### config.mk
export PLATFORM = sky130hd
export DESIGN_NAME = reset_supervisor
export DESIGN_NICKNAME = d
export VERILOG_FILES = /design/src/rtl/reset_supervisor.sv
export SDC_FILE = /design/constraint.sdc
export NUM_CORES = 1
export LEC_CHECK = 0
export BUFFER_PORTS_ARGS = -buffer_cell sky130_fd_sc_hd__buf_4
export CORE_ASPECT_RATIO = 0.9
export CORE_MARGIN = 10
export CORE_UTILIZATION = 55
export DETAILED_ROUTE_END_ITERATION = 6
export PLACE_DENSITY = 0.72
export SLEW_MARGIN = 10
export SYNTH_ARGS = -nofsm -noshare
export SYNTH_HDL_FRONTEND = slang
export SYNTH_SLANG_ARGS = --single-unit
### constraint.sdc
create_clock -name clk -period 2.69 [get_ports clk]
set_clock_uncertainty 0.1 [all_clocks]
set_input_delay 0.538 -clock clk [delete_from_list [all_inputs] [get_ports clk]]
set_output_delay 0.538 -clock clk [all_outputs]
set_load 0.02 [all_outputs]
### src/rtl/reset_supervisor.sv
module reset_supervisor #(
  parameter int unsigned DELAY_CYCLES   = 10_000_000,
  parameter int unsigned TIMEOUT_CYCLES = 80_000_000
) (
  input  logic clk,
  input  logic por_n,
  input  logic supply_ok,
  input  logic man_rst_n,
  input  logic wd_strobe,
  input  logic wd_enable,
  output logic rst_out_n,
  output logic rst_out
);

  localparam int DW = $clog2(DELAY_CYCLES + 1);
  localparam int TW = $clog2(TIMEOUT_CYCLES + 1);
  localparam logic [DW-1:0] DLY_LAST = DW'(DELAY_CYCLES - 1);
  localparam logic [TW-1:0] WD_LAST  = TW'(TIMEOUT_CYCLES - 1);

  logic [1:0]    sup_sync, man_sync;
  logic [2:0]    wd_sync;
  logic          rst_q;
  logic [DW-1:0] dly_cnt;
  logic [TW-1:0] wd_cnt;
  logic          cause, wd_kick, wd_fire;

  always_ff @(posedge clk) begin
    if (!por_n) begin
      sup_sync <= '0;
      man_sync <= '0;
      wd_sync  <= '0;
    end else begin
      sup_sync <= {sup_sync[0], supply_ok};
      man_sync <= {man_sync[0], man_rst_n};
      wd_sync  <= {wd_sync[1:0], wd_strobe};
    end
  end

  assign cause   = !sup_sync[1] || !man_sync[1];
  assign wd_kick = wd_sync[2] ^ wd_sync[1];
  assign wd_fire = wd_enable && !rst_q && !cause && !wd_kick && (wd_cnt == WD_LAST);

  always_ff @(posedge clk) begin
    if (!por_n || cause || wd_fire) begin
      rst_q   <= 1'b1;
      dly_cnt <= '0;
    end else if (rst_q) begin
      if (dly_cnt == DLY_LAST) begin
        rst_q   <= 1'b0;
        dly_cnt <= '0;
      end else begin
        dly_cnt <= dly_cnt + 1'b1;
      end
    end
  end

  always_ff @(posedge clk) begin
    if (!por_n || rst_q || cause || !wd_enable || wd_kick || wd_fire)
      wd_cnt <= '0;
    else
      wd_cnt <= wd_cnt + 1'b1;
  end

  assign rst_out_n = !(rst_q || cause);
  assign rst_out   = rst_q || cause;

  p_hold_r2: assert property (@(posedge clk) disable iff (!por_n)
    (rst_q && !cause && dly_cnt != DLY_LAST) |=> rst_q);

  p_release_r2: assert property (@(posedge clk) disable iff (!por_n)
    $fell(rst_q) |-> ($past(dly_cnt) == DLY_LAST));

  p_fire_pulse_r6: assert property (@(posedge clk) disable iff (!por_n)
    wd_fire |=> (rst_q && dly_cnt == '0));

  p_wd_bound_r6: assert property (@(posedge clk) disable iff (!por_n)
    wd_cnt <= WD_LAST);

  p_wd_held_r10: assert property (@(posedge clk) disable iff (!por_n)
    (rst_q && $past(rst_q)) |-> (wd_cnt == '0));

  p_wd_off_r8: assert property (@(posedge clk) disable iff (!por_n)
    (!wd_enable && $past(!wd_enable)) |-> (wd_cnt == '0));

endmodule

# Word level (Yosys, flattened, before mapping)

Cells that the tools add are included.

Shift-type cells: 0
Add/sub/neg operators: 2
Bitwise operators: 1
Multipliers: 0
Reduce and logical (&&, ||, !) cells: 21
Div/mod/pow operators: 0
Magnitude comparators: 0
Equal/unequal tests: 2
Mux-type cells: 3

Operators with widths:

| kind                    | number |
|---|---|
| $add A27 B1 Y27 const B | 1 |
| $eq A27 B27 Y1 const B  | 1 |
| $add A24 B1 Y24 const B | 1 |
| $eq A24 B24 Y1 const B  | 1 |
| $mux W24                | 1 |
| $logic_or A1 B1 Y1      | 9 |
| $logic_not A1 Y1        | 8 |
| $logic_and A1 B1 Y1     | 4 |
| $mux W1                 | 2 |
| $xor A1 B1 Y1           | 1 |

Bits in read-only memories: 0
Register bits: 59
Memories: 0
Output and inout bits: 2
Bits in latches: 0
RAM bits: 0

# Depth between registers and ports, before layout

Gate-level depths: netlist (run 1).

Word-level depth: 7
Gate-level depth with buffers: 8
Gate-level depth less buffers: 6

# Worst setup path before layout (run 1)

No wires, ideal clock.

Kind: input to register
Start: input wd_enable
End: register dly_cnt[12]
Arrival: 1.815 ns
Setup time: 0.115 ns
Stages: 5
Path slack: 0.660 ns
Cells stage by stage: or4b_1 -> or4_4 -> nand3_2 -> buf_6 -> nor2_1

Longest elaborated chain between the ends: 5

Ends and longest elaborated chain:

| what                              | line | text |
|---|---|---|
| start: declaration                | 10   | `input logic wd_enable,` |
| $logic_and A1 B1 Y1 (4 in series) | 41   | `assign wd_fire = wd_enable && !rst_q && !cause && !wd_kick && (wd_cnt == WD_LAST);` |
| $logic_or A1 B1 Y1                | 44   | `if (!por_n \|\| cause \|\| wd_fire) begin` |
| end signal: assignment            | 52   | `dly_cnt <= dly_cnt + 1'b1;` |
| end: declaration                  | 23   | `logic [DW-1:0] dly_cnt;` |

Every way passes these cells.
A chain may end at the register's enable or synchronous reset.

# Worst setup path in the final report (run 1)

Start: register wd_cnt[0]
End: register dly_cnt[22]

Longest elaborated chain between the ends: 3

Ends and longest elaborated chain:

| what                     | line | text |
|---|---|---|
| start: declaration       | 24   | `logic [TW-1:0] wd_cnt;` |
| start signal: assignment | 61   | `wd_cnt <= wd_cnt + 1'b1;` |
| $eq A27 B27 Y1           | 41   |  |
| $logic_and A1 B1 Y1      | 41   |  |
| $logic_or A1 B1 Y1       | 44   |  |

Every way passes these cells.

==> impl_metrics.csv, run 1 <==
group,metric,value,unit
floorplan,initial_core_util,57.2,%
critical_path,worstReg2RegStart,"wd_cnt[0]",
logic_synthesis,synth_mux_area_share,0.439,%
cells_and_area,regArea,1180,µm²
power_and_ir_drop,vdd_ir_drop_max,0.388,mV
power_and_ir_drop,p_int,1.26,mW
critical_path,path_buf_inv,0,
sta,hold_viol_final,0,
sta,fin_crit_sh,83.0,%
outcome,status,"finished clean",
min_path,hold_path_class,"input pin to flop",
power_and_ir_drop,p_sw,0.346,mW
clock_network,cts_max_level,3,
clock_network,post_cts_buffers,0,
sta,fmaxAchievable,0.448,GHz
detailed_routing,routed_via_density,5.27,
power_and_ir_drop,p_per_area,560,nW/µm²
detailed_routing,wl_per_cell,12.5,µm
global_routing,grt-ovfl-total,0,
global_routing,grt_pass1_wl,8.25,mm
critical_path,crit_type,"flop to flop",
placement,port_buffers,7,
logic_synthesis,yosysSeqAreaShare,46.0,%
clock_network,postCtsHoldBufs,0,
logic_synthesis,synth_top_family_by_area,"simple AND/OR/NAND/NOR gates",
flow_run,cap_violations,0,
cells_and_area,nFillCells,394,
clock_network,cts_resized,0,
placement,routabilityCongestion,0.806,
critical_path,cp-end-kind,"flop",
logic_synthesis,yosys-top-cells-count,"dfxtp_1 (59), nor2_1 (48), xor2_1 (26)",
critical_path,cp_slowest_cell,"or4_4",
logic_synthesis,async_flop_share,0,%
floorplan,die_w,92.0,µm
detailed_routing,drcViolationCount,0,
logic_synthesis,yosys.area_share.simple,32.7,%
detailed_routing,firstDrtPassIters,6,
detailed_routing,antenna_left,0,
logic_synthesis,synth_area_leader_cell,"dfxtp_1",
cells_and_area,drive_above_1_share,12.6,%
floorplan,io-pin-count,8,
cells_and_area,antenna_cells,0,
cells_and_area,syn_to_final_growth,12.0,%
sta,worstMarginPinSlew,466,ps
logic_synthesis,synth-xor-area-share,15.7,%
sta,holdWs,311,ps
min_path,min-delay-start,"wd_strobe",
global_routing,track_usage,12.7,%
power_and_ir_drop,p_seq_share,54.7,%
detailed_routing,totalWireLength,4.62,mm
sta,tns,0,ps
critical_path,cp.required,2800,ps
clock_network,insertion_delay,340,ps
logic_synthesis,synth.most_common_cell,"dfxtp_1",
clock_network,cts_buffers,9,
critical_path,critPathMaxFanout,20,
critical_path,critPathLaunchType,"flop",
critical_path,cpPeakStageDelay,530,ps
critical_path,worstSetupStartpoint,"wd_cnt[0]",
clock_network,root_buffer,"clkbuf_8",
clock_network,cts.sinks,59,
logic_synthesis,post_synth.cell_area_avg,8.95,µm²
global_routing,grt_pass1_vias,1853,
logic_synthesis,yosysWarnings,0,
critical_path,critical-path-top-delay-family,"simple AND/OR/NAND/NOR gates",
global_routing,grt_max_degree,28,
logic_synthesis,synth_edf_count,0,
sta,fin_crit,2230,ps
logic_synthesis,netlist_instances,287,
logic_synthesis,synthTopCellsByArea,"dfxtp_1 (46%), xor2_1 (8.9%), nor2_1 (7.0%)",
sta,finalMaxSlewViolations,0,
floorplan,fp.dieH,84.8,µm
sta,finalSetupViolCount,0,
logic_synthesis,syn-num-nets,295,
power_and_ir_drop,p_leak,0.905,nW
logic_synthesis,synth_top_area_share,46.0,%
critical_path,arrival,2340,ps
logic_synthesis,synth_ff_type,"dfxtp_1",
floorplan,row_count,23,
power_and_ir_drop,pwr-share-clk,44.6,%
cells_and_area,layout.nets,312,
logic_synthesis,synth-compound-area-share,1.32,%
sta,grt_setup_unrepaired,"no",
detailed_routing,via_count,1956,
sta,setup_slack,457,ps
logic_synthesis,ys_types,34,
floorplan,coreArea,4490,µm²
floorplan,die_area,7800,µm²
logic_synthesis,synth-adder-area-share,0.975,%
clock_network,cts_tree,"done",
clock_network,clockBufferDepth,2,
power_and_ir_drop,sw_frac_of_total,21.5,%
sta,slew_headroom,68.9,%
critical_path,cp_cell_sequence,"ha_1 > and4_1 > nand3_1 > or4_4 > nand3_2 > nor2_1",
power_and_ir_drop,power.total,1.61,mW
logic_synthesis,synth-seq-cells,59,
clock_network,clkTransAtPathRegs,60,ps
logic_synthesis,syn_area,2570,µm²
global_routing,antenna_found_initial,0,
detailed_routing,first_iter_violations,102,
power_and_ir_drop,combPwrFrac,0.7,%
placement,hpwl,3.12,mm
placement,dp_worst_setup_slack,361,ps
cells_and_area,multi_input_area,1310,µm²
-- metal layers --
metal	wire length, µm	global-route usage (%)	share of wire [%]
met5	0	0	0
met4	35	4.76	0.76
met3	266	6.25	5.8
met2	2000	19.0	43
met1	2320	15.4	50
-- path summary, 6_finish.rpt --
kind / endpoint / slack [ps] / cells past startpoint
max: dly_cnt[22] / 460 / 6
min: wd_sync[0] / 310 / 2
min reg2reg: wd_sync[1] / 330 / 1
max reg2reg: dly_cnt[22] / 460 / 6
-- state kept, by name, summed over array words and instances (netlist names) --
register,cells
rst_q,1
man_sync,2
wd_sync,3
sup_sync,2
dly_cnt,24
wd_cnt,27
-- worst register-to-register path, cell delays in order, from the launching register on --
cell and delay, ps:
dfxtp_1 370, ha_1 210, and4_1 280, nand3_1 160
or4_4 530, nand3_2 350, nor2_1 100
-- final cells by class --
cell class,instances,share of cell area [%]
timing repair buffer,13,3.39
tap,62,2.70
clock buffer,11,5.27
inverter,7,0.914
sequential,59,41.1
clock inverter,5,0.957
multi-input combinational,214,45.7
-- power groups by stage --
stage | registers [mW] | logic [mW] | clock network [mW]
2_1_floorplan | 0.899 | 0.00500 | 0
3_3_place_gp | 0.899 | 0.0115 | 0
5_1_grt | 0.879 | 0.0131 | 0.772
3_5_place_dp | 0.899 | 0.0117 | 0
6_report | 0.880 | 0.0116 | 0.718
4_1_cts | 0.880 | 0.0118 | 0.733
-- cells by family after synthesis --
| group | after synthesis |
|---|---|
| adder cells (fa/ha/maj) | 2 |
| AO/OA/AOI/OAI | 6 |
| AND/OR/NAND/NOR | 159 |
| flip-flops | 59 |
| multiplexers | 1 |
| buffers and inverters | 14 |
| XOR/XNOR | 46 |
-- cells in the final DEF (no fill, tap or decap), types with 2 or more instances in the layout --
cell type,count
a21oi_1,2
and2_1,8
and3_1,4
and4_1,9
buf_4,13
clkbuf_8,11
clkinv_2,4
dfxtp_1,59
ha_1,2
inv_1,7
nand2_1,21
nand3_1,17
nand4_1,14
nor2_1,48
nor2_2,5
nor3_1,12
nor4_1,5
nor4b_1,3
nor4bb_1,2
o21ai_0,2
or3_1,3
xnor2_1,20
xor2_1,26
-- through the flow --
step / utilization [%] / cell area (µm²) / std cells
floorplan: - / 2570 / 287
global placement: 60.1 / 2700 / 355
detailed placement: 60.1 / 2700 / 355
CTS: 64.0 / 2880 / 371
global route: 64.0 / 2880 / 371
finish: 64.0 / 2880 / 371
Note: power is estimated with default switching activity, not from simulation.
==> inputs of run 2 (changes only) <==
--- a/config.mk
+++ b/config.mk
@@ -10,7 +10,7 @@
 export CORE_MARGIN = 10
 export CORE_UTILIZATION = 55
 export DETAILED_ROUTE_END_ITERATION = 6
-export PLACE_DENSITY = 0.72
+export PLACE_DENSITY = 0.75
 export SLEW_MARGIN = 10
 export SYNTH_ARGS = -nofsm -noshare
 export SYNTH_HDL_FRONTEND = slang
==> constraint.sdc (replaced) <==
create_clock -name clk -period 1.8 [get_ports clk]
set_clock_uncertainty 0.1 [all_clocks]
set_input_delay 0.36 -clock clk [delete_from_list [all_inputs] [get_ports clk]]
set_output_delay 0.36 -clock clk [all_outputs]
set_load 0.02 [all_outputs]
==> impl_metrics.csv, run 2 (same netlist as run 1, synthesis figures left out) <==
group,metric,value,unit
outcome,status,"finished with violations",
outcome,violations,"negative setup slack",
global_routing,track_usage,14.5,%
cells_and_area,layout_commonest_cell,"dfxtp_1",
cells_and_area,largestRegisters,"wd_cnt (27), dly_cnt (24), wd_sync (3)",
critical_path,critPathLaunchType,"flop",
detailed_routing,firstDrtPassIters,4,
clock_network,postCtsHoldBufs,0,
placement,hpwl,3.61,mm
cells_and_area,nFillCells,340,
cells_and_area,top_register,"wd_cnt",
placement,port_buffers,7,
critical_path,reg2reg_to,"dly_cnt[12]",
global_routing,grt_pass1_wl,9.29,mm
cells_and_area,drive_above_1_share,23.8,%
critical_path,r2r.worst_path.cells,6,
power_and_ir_drop,p_per_area,734,nW/µm²
flow_run,cap_violations,0,
critical_path,endpoint,"dly_cnt[12]",
sta,finalSetupViolCount,44,
floorplan,die_w,92.0,µm
clock_network,cts.sinks,59,
cells_and_area,syn_to_final_growth,24.5,%
global_routing,grt-ovfl-total,0,
cells_and_area,layout_common_cells,"dfxtp_1 (58), nor2_1 (48), buf_4 (47), xor2_1 (26)",
power_and_ir_drop,p_leak,1.11,nW
clock_network,clockBufferDepth,2,
critical_path,critPathMaxFanout,20,
critical_path,cp-end-kind,"flop",
sta,holdWs,134,ps
critical_path,arrival,2160,ps
global_routing,grt_pass1_vias,2105,
sta,finalMaxSlewViolations,0,
detailed_routing,wl_per_cell,12.6,µm
cells_and_area,layout.nets,349,
detailed_routing,via_count,2124,
detailed_routing,first_iter_violations,123,
critical_path,cp.required,1930,ps
cells_and_area,antenna_cells,0,
floorplan,fp.dieH,84.8,µm
detailed_routing,totalWireLength,5.13,mm
critical_path,worstSetupStartpoint,"wd_sync[1]",
clock_network,cts_tree,"done",
sta,fmaxAchievable,0.491,GHz
critical_path,crit_type,"flop to flop",
sta,worstMarginPinSlew,415,ps
sta,fin_crit_sh,113,%
clock_network,cts_max_level,3,
detailed_routing,antenna_left,0,
sta,setup_slack,-237,ps
clock_network,insertion_delay,340,ps
global_routing,grt_max_degree,28,
floorplan,initial_core_util,57.2,%
clock_network,clkTransAtPathRegs,60,ps
sta,grt_setup_unrepaired,"yes",
floorplan,coreArea,4490,µm²
floorplan,die_area,7800,µm²
floorplan,io-pin-count,8,
global_routing,antenna_found_initial,0,
sta,fin_crit,2040,ps
detailed_routing,routed_via_density,5.22,
placement,routabilityCongestion,0.870,
min_path,hold_path_class,"input pin to flop",
sta,hold_viol_final,0,
clock_network,cts_buffers,9,
power_and_ir_drop,vdd_ir_drop_max,0.525,mV
critical_path,r2r_slack,-240,ps
placement,dp_worst_setup_slack,-254,ps
detailed_routing,drcViolationCount,0,
sta,slew_headroom,72.1,%
critical_path,worstReg2RegStart,"wd_sync[1]",
clock_network,root_buffer,"clkbuf_8",
cells_and_area,largest_register_ffs,27,
floorplan,row_count,23,
-- run 2: changes by cell type in the layout (fill, tap and decap cells not counted), sizes merged --
cell and change:
clkbuf +1, clkinv -1, clkinvlp -1, buf +37
-- run 2: area by class of cell --
cell class	instances	area [µm²]	share of cell area, %
multi-input combinational	214	1350	42.1
sequential	59	1180	37.0
timing repair buffer	50	404	12.6
clock buffer	12	145	4.54
tap	62	77.6	2.43
inverter	7	26.3	0.822
clock inverter	3	15.0	0.470
-- run 2: repair_timing --
action	CTS	global route
gates resized for setup	3	6
buffers inserted	1	0
endpoints found under the setup margin	51	53
-- run 2: worst min-delay path by stage --
stage                           start  depth (start not counted)          end  slack (ps)
final                       man_rst_n                          2  man_sync[0]         130
after global placement    sup_sync[0]                          1  sup_sync[1]         310
after CTS                   man_rst_n                          2  man_sync[0]         120
after detailed placement   wd_sync[0]                          1   wd_sync[1]         320
after global routing        man_rst_n                          2  man_sync[0]         130
after floorplan           man_sync[0]                          1  man_sync[1]         310
-- run 2: metal layers --
metal  up-vias  routed length, µm  track usage [%]
met5         -                  0                0
li1       1091                  -                -
met4         0                 68             5.04
met3        12                278             5.99
met1       981               2500             18.1
met2        40               2290             22.1
-- run 2: power breakdown --
part           internal, mW  switching (mW)  total (mW)
Combinational        0.0124         0.00697      0.0194
Sequential             1.31         0.00274        1.32
Clock                 0.522           0.487        1.01
-- run 2: through the flow --
step                TNS [ps]  cells  total power, mW  instance area [µm²]  util [%]
floorplan              -3350    287             1.35                 2600         -
global placement       -4030    391             1.36                 3000      66.8
detailed placement     -6390    391             1.36                 3000      66.8
CTS                    -6660    407             2.37                 3180      70.7
global route           -9220    407             2.43                 3200      71.2
finish                 -5520    407             2.34                 3200      71.2
-- run 2: critical path, cell delays in order, from the launching register on --
cell and delay (ps):
dfxtp_2 320, xor2_1 160, or4b_4 480, or4_4 530, nand3_2 110, buf_12 160, nor2_1 60
